File: config.mk
export PLATFORM = sky130hd
export DESIGN_NAME = rx_idle_timeout
export DESIGN_NICKNAME = d
export VERILOG_FILES = /design/src/rtl/rto_pkg.sv /design/src/rtl/rto_rst_sync.sv /design/src/rtl/rto_down_cnt.sv /design/src/rtl/rto_ctrl.sv /design/src/rtl/rx_idle_timeout.sv
export SDC_FILE = /design/constraint.sdc
export NUM_CORES = 1
export LEC_CHECK = 0
export BUFFER_PORTS_ARGS = -buffer_cell sky130_fd_sc_hd__clkbuf_2
export CORE_ASPECT_RATIO = 2
export CORE_MARGIN = 2
export CORE_UTILIZATION = 35
export CTS_BUF_LIST = sky130_fd_sc_hd__clkbuf_16
export DETAILED_ROUTE_END_ITERATION = 8
export GPL_ROUTABILITY_DRIVEN = 0
export PLACE_DENSITY = 0.58
export SLEW_MARGIN = 20
export SYNTH_ARGS = -nofsm -noshare
export SYNTH_HDL_FRONTEND = slang
export SYNTH_SLANG_ARGS = --single-unit
File: constraint.sdc
create_clock -name clk -period 1 [get_ports clk]
set_input_delay 0.2 -clock clk [delete_from_list [all_inputs] [get_ports clk]]
set_output_delay 0.2 -clock clk [all_outputs]
set_load 0.01 [all_outputs]
File: src/rtl/rto_pkg.sv
package rto_pkg;
  typedef enum logic [1:0] {
    ST_OFF  = 2'd0,
    ST_WAIT = 2'd1,
    ST_RUN  = 2'd2,
    ST_DONE = 2'd3
  } rto_state_e;

  typedef enum logic [1:0] {
    CMD_NONE  = 2'd0,
    CMD_SRST  = 2'd1,
    CMD_START = 2'd2,
    CMD_BOTH  = 2'd3
  } rto_cmd_e;

  typedef struct packed {
    logic load;
    logic dec;
  } rto_cnt_ctl_t;
endpackage

File: src/rtl/rto_rst_sync.sv
module rto_rst_sync #(
  parameter int STAGES = 2
) (
  input  logic clk,
  input  logic rst_n,
  output logic rst_sync_n
);
  logic [STAGES-1:0] sync_q;

  always_ff @(posedge clk or negedge rst_n) begin
    if (!rst_n) sync_q <= '0;
    else        sync_q <= {sync_q[STAGES-2:0], 1'b1};
  end

  assign rst_sync_n = sync_q[STAGES-1];
endmodule

File: src/rtl/rto_down_cnt.sv
module rto_down_cnt #(
  parameter int CNT_W = 16
) (
  input  logic             clk,
  input  logic             rst_n,
  input  rto_pkg::rto_cnt_ctl_t ctl,
  input  logic [CNT_W-1:0] load_val,
  output logic             at_last
);
  localparam logic [CNT_W-1:0] ONE = CNT_W'(1);

  logic [CNT_W-1:0] cnt_q, cnt_d;
  logic             cnt_en;

  always_comb begin
    cnt_en = ctl.load | ctl.dec;
    if (ctl.load) cnt_d = load_val;
    else          cnt_d = cnt_q - ONE;
  end

  always_ff @(posedge clk or negedge rst_n) begin
    if (!rst_n)      cnt_q <= '0;
    else if (cnt_en) cnt_q <= cnt_d;
  end

  assign at_last = (cnt_q == ONE);
endmodule

File: src/rtl/rto_ctrl.sv
module rto_ctrl (
  input  logic                  clk,
  input  logic                  rst_n,
  input  rto_pkg::rto_cmd_e     cmd,
  input  logic                  char_rx,
  input  logic                  bit_tick,
  input  logic                  val_zero,
  input  logic                  at_last,
  output rto_pkg::rto_cnt_ctl_t cnt_ctl,
  output logic                  expired
);
  import rto_pkg::*;

  rto_state_e state_q, state_d;
  logic       start_hit;

  always_comb begin
    unique case (cmd)
      CMD_START, CMD_BOTH: start_hit = 1'b1;
      CMD_SRST:            start_hit = 1'b0;
      default:             start_hit = 1'b0;
    endcase
  end

  always_comb begin
    state_d      = state_q;
    cnt_ctl.load = 1'b0;
    cnt_ctl.dec  = 1'b0;
    if (start_hit) begin
      state_d = ST_WAIT;
    end else begin
      unique case (state_q)
        ST_OFF:  state_d = ST_OFF;
        ST_WAIT: begin
          if (char_rx && !val_zero) begin
            state_d      = ST_RUN;
            cnt_ctl.load = 1'b1;
          end
        end
        ST_RUN: begin
          if (char_rx) begin
            if (val_zero) state_d = ST_WAIT;
            else          cnt_ctl.load = 1'b1;
          end else if (bit_tick) begin
            if (at_last) state_d = ST_DONE;
            else         cnt_ctl.dec = 1'b1;
          end
        end
        ST_DONE: state_d = ST_DONE;
        default: state_d = ST_OFF;
      endcase
    end
  end

  always_ff @(posedge clk or negedge rst_n) begin
    if (!rst_n) state_q <= ST_OFF;
    else        state_q <= state_d;
  end

  assign expired = (state_q == ST_DONE);
endmodule

File: src/rtl/rx_idle_timeout.sv
module rx_idle_timeout #(
  parameter int CNT_W       = 16,
  parameter int SYNC_STAGES = 2
) (
  input  logic             clk,
  input  logic             rst_n,
  input  logic             bit_tick,
  input  logic             char_rx,
  input  logic [CNT_W-1:0] tmo_val,
  input  logic             start_cmd,
  input  logic             srst_cmd,
  output logic             tmo_flag
);
  import rto_pkg::*;

  logic          rst_int_n;
  rto_cmd_e      cmd;
  rto_cnt_ctl_t  cnt_ctl;
  logic          at_last;
  logic          val_zero;

  rto_rst_sync #(.STAGES(SYNC_STAGES)) u_rst (
    .clk        (clk),
    .rst_n      (rst_n),
    .rst_sync_n (rst_int_n)
  );

  assign cmd      = rto_cmd_e'({start_cmd, srst_cmd});
  assign val_zero = (tmo_val == '0);

  rto_ctrl u_ctrl (
    .clk      (clk),
    .rst_n    (rst_int_n),
    .cmd      (cmd),
    .char_rx  (char_rx),
    .bit_tick (bit_tick),
    .val_zero (val_zero),
    .at_last  (at_last),
    .cnt_ctl  (cnt_ctl),
    .expired  (tmo_flag)
  );

  rto_down_cnt #(.CNT_W(CNT_W)) u_cnt (
    .clk      (clk),
    .rst_n    (rst_int_n),
    .ctl      (cnt_ctl),
    .load_val (tmo_val),
    .at_last  (at_last)
  );
endmodule

==> metrics.md <==
| Metric | Value |
|---|---|
| Status | `complete, but fails checks` |
| Failing checks | `setup timing` |
| Fin Setup TNS | `-19.01 ns` |
| GRT Resource Usage Total | `0.2230` |
| Pin count of the biggest net entering global routing | `19` |
| Share of layout cells above drive strength 1 | `0.5527` |
| Vias in the first global route | `1597` |
| Die area | `4450 um2` |
| Synth cell types | `51` |
| Hold Crit Class | `input port to flip-flop` |
| Fin cells | `288` |
| Clock Skews | `roughly 0.0036 ns` |
| Initial DRC count | `40` |
| Clock slew seen by the registers of the worst setup and hold paths | `approximately 0.060 ns` |
| Core Rows | `32` |
| Multi-input logic area | `between 900 and 1000 um2` |
| Clk_lat worst skew | `0.26 ns` |
| WHS | `0.1710 ns` |
| Placed cells | `268` |
| Post-DP Area | `1981 um2` |
| Drt pass-1 iters | `4` |
| Chip height | `92.36 um` |
| Worst slew margin | `0.6092` |
| Post-synth top area share | `0.3663` |
| First-pass GRT wire length | `7.086 mm` |
| Yosys top cell by area | `dfrtp_1` |
| CTS tree | `built` |
| Synth Register Bits | `20` |
| Final ANT Viol Nets | `0` |
| Post-Synth XOR/XNOR Area | `0.02564` |
| Fin area | `around 2300 um2` |
| Die Span X | `48.18 um` |
| Leakage power | `1.025 nW` |
| WS Path Type | `flip-flop to flip-flop` |
| Fill cells | `around 310` |
| Post-Place Worst Slack | `-1.192 ns` |
| Gate Count Post-Synth | `140` |
| Fmax | `about 470 MHz` |
| I/O Buffers | `21` |
| WP data required | `1.15 ns` |
| WL/cell | `15.93 um` |
| Ys async rst share | `1.000` |
| Final cycle utilization of the critical path | `2.118` |
| Total inserted antenna cells | `0` |
| FF/Latch Area | `500.5 um2` |
| CTS sink cnt | `20` |
| Core Area | `3804 um2` |
| Power per cell area | `2343 nW/um2` |
| Vias/cell | `between 5 and 6` |
| Peak supply drop | `roughly 1.2 mV` |
| Top-level I/O count | `23` |
| Fin worst setup slack | `-1.118 ns` |
| Most common cell in the netlist | `dfrtp_1` |
| Reg2Reg Setup Slack | `-1.12 ns` |
| Number of flops mapped to enable cells by yosys | `0` |
| Via count of the routed design | `1551` |
| Maximum fanout along the worst path | `4` |
| Grt ovf | `0` |
| Avg Cell Area, Syn | `9.759 um2` |
| Synthesized Nets | `167` |
| Synthesized cell area | `1366 um2` |
| Synthesis-to-finish area growth | `71.52%` |
| Synth warnings | `0` |
| Combinational family with the most area after synthesis | `simple AND/OR/NAND/NOR gates` |
| Final setup fails | `19` |
| Synth Area in Adders | `0.04579` |
| Post-layout min period | `2.118 ns` |
| Initial antenna violation count | `0` |
| Critical Path Start Type | `flip-flop` |
| Sequential share of the synthesized area | `0.3663` |
| Root buf cell | `clkbuf_16` |
| Top cells by area, synth | `dfrtp_1 (37%), ha_1 (4.6%), nand2_1 (3.8%)` |
| NumNets Final | `roughly 270` |
| Slew at the pin closest to its max-slew limit | `between 0.5 and 0.6 ns` |
| Drt total wl | `4.588 mm` |
| Unrepaired setup endpoints after global routing | `true` |
| Simple-gate area share of the yosys netlist | `0.2958` |
| Max_cap viols | `0` |
| Synth Area in Compound Gates | `0.2244` |
| Final count of hold timing violations | `0` |
| Total CTS buffers | `3` |
| H-tree levels | `1` |
| DRC violations left | `0` |
| Max Buffers Root-to-Sink | `2` |
| WP data arrival | `2.26 ns` |
| Slew Limit Fails | `0` |
| Synth Flop Type | `dfrtp_1` |
| Mux cell area share after synthesis | `0.01648` |
| Top post-synthesis cells by count | `dfrtp_1 (20), nand2_1 (14), nor2_1 (7), o211ai_1 (7), nand3_1 (6)` |
| Initial Utilization | `0.3592` |
| DP HPWL | `around 3.3 mm` |
| Worst Setup End Kind | `flip-flop` |
==> worst max-delay path: stages (launching register included) <==
cell	delay [ns]
dfrtp_1	0.38
or4_4	0.57
nor4_4	0.21
buf_4	0.19
a21oi_4	0.07
mux2_4	0.30
a221o_1	0.28
==> layout make-up <==
class	instances	area share
Multi-Input combinational cell	114	0.4223
Timing Repair Buffer	94	0.2952
Sequential cell	20	0.2136
Clock buffer	3	0.03203
Tap cell	51	0.02723
Inverter	5	0.008009
Clock inverter	1	0.001602
==> final timing paths <==
| check | start | endpoint | depth (start not counted) |
|---|---|---|---|
| setup / recovery | u_cnt.cnt_q[7] | u_cnt.cnt_q[6] | 6 |
| hold / removal | tmo_val[15] | u_cnt.cnt_q[15] | 3 |
| setup reg to reg | u_cnt.cnt_q[7] | u_cnt.cnt_q[6] | 6 |
| hold reg to reg | u_rst.sync_q[1] | u_cnt.cnt_q[3] | 1 |
| max in group asynchronous | u_rst.sync_q[1] | u_cnt.cnt_q[13] | 1 |
| min in group asynchronous | u_rst.sync_q[1] | u_cnt.cnt_q[3] | 1 |
==> timing repair <==
action,4_1_cts,5_1_grt
hold buffers,1,0
buffers inserted,5,8
resized for setup,18,15
cloned,2,0
endpoints found under the hold margin,2,0
endpoints found under the setup margin,19,19
pin swaps,7,23
==> routing by layer <==
layer,part of all wire,global-route usage,wire (um),up-vias
li1,-,-,-,744
met1,0.36,0.2420,1636,757
met2,0.58,0.3695,2652,37
met3,0.028,0.03899,127,13
met4,0.037,0.1329,171,0
met5,0,0,0,-
==> sequential cells by signal (all words and copies together) (netlist names) <==
| name | flops |
|---|---|
| u_rst.sync_q | 2 |
| u_ctrl.state_q | 2 |
| u_cnt.cnt_q | 16 |
==> metrics by stage <==
stage,util,power [mW]
floorplan,-,2.712
global placement,0.5207,3.985
detailed placement,0.5207,4.099
CTS,0.5826,5.259
global route,0.6161,5.864
finish,0.6161,5.491
==> layout by cell type (no fill, tap or decap), types with 3 or more instances in the layout <==
| cell | count |
|---|---|
| nor3_1 | 4 |
| ha_1 | 4 |
| o21ai_1 | 5 |
| o21ai_4 | 3 |
| or3_2 | 3 |
| inv_1 | 5 |
| buf_4 | 64 |
| dfrtp_1 | 20 |
| nor2_1 | 6 |
| or4_1 | 3 |
| buf_6 | 9 |
| or4_4 | 7 |
| nand2_1 | 14 |
| clkbuf_16 | 3 |
| o211ai_1 | 7 |
| clkbuf_2 | 20 |
| a21oi_2 | 3 |
| nand3_1 | 6 |
| nor4_4 | 3 |
==> where the power goes <==
group | total, mW | internal, mW | switching [mW]
combinational | 3.19 | 1.67 | 1.52
clock | 0.870 | 0.535 | 0.335
sequential | 1.43 | 1.15 | 0.280
total | 5.49 | 3.35 | 2.14
==> logic make-up after synthesis <==
family / count (synthesis)
other cells: 1
flops: 20
fa+ha+maj: 5
simple gates: 63
buf+inv: 8
compound gates: 37
xor+xnor: 4
mux: 2
Power figures use the tool's default switching activity.
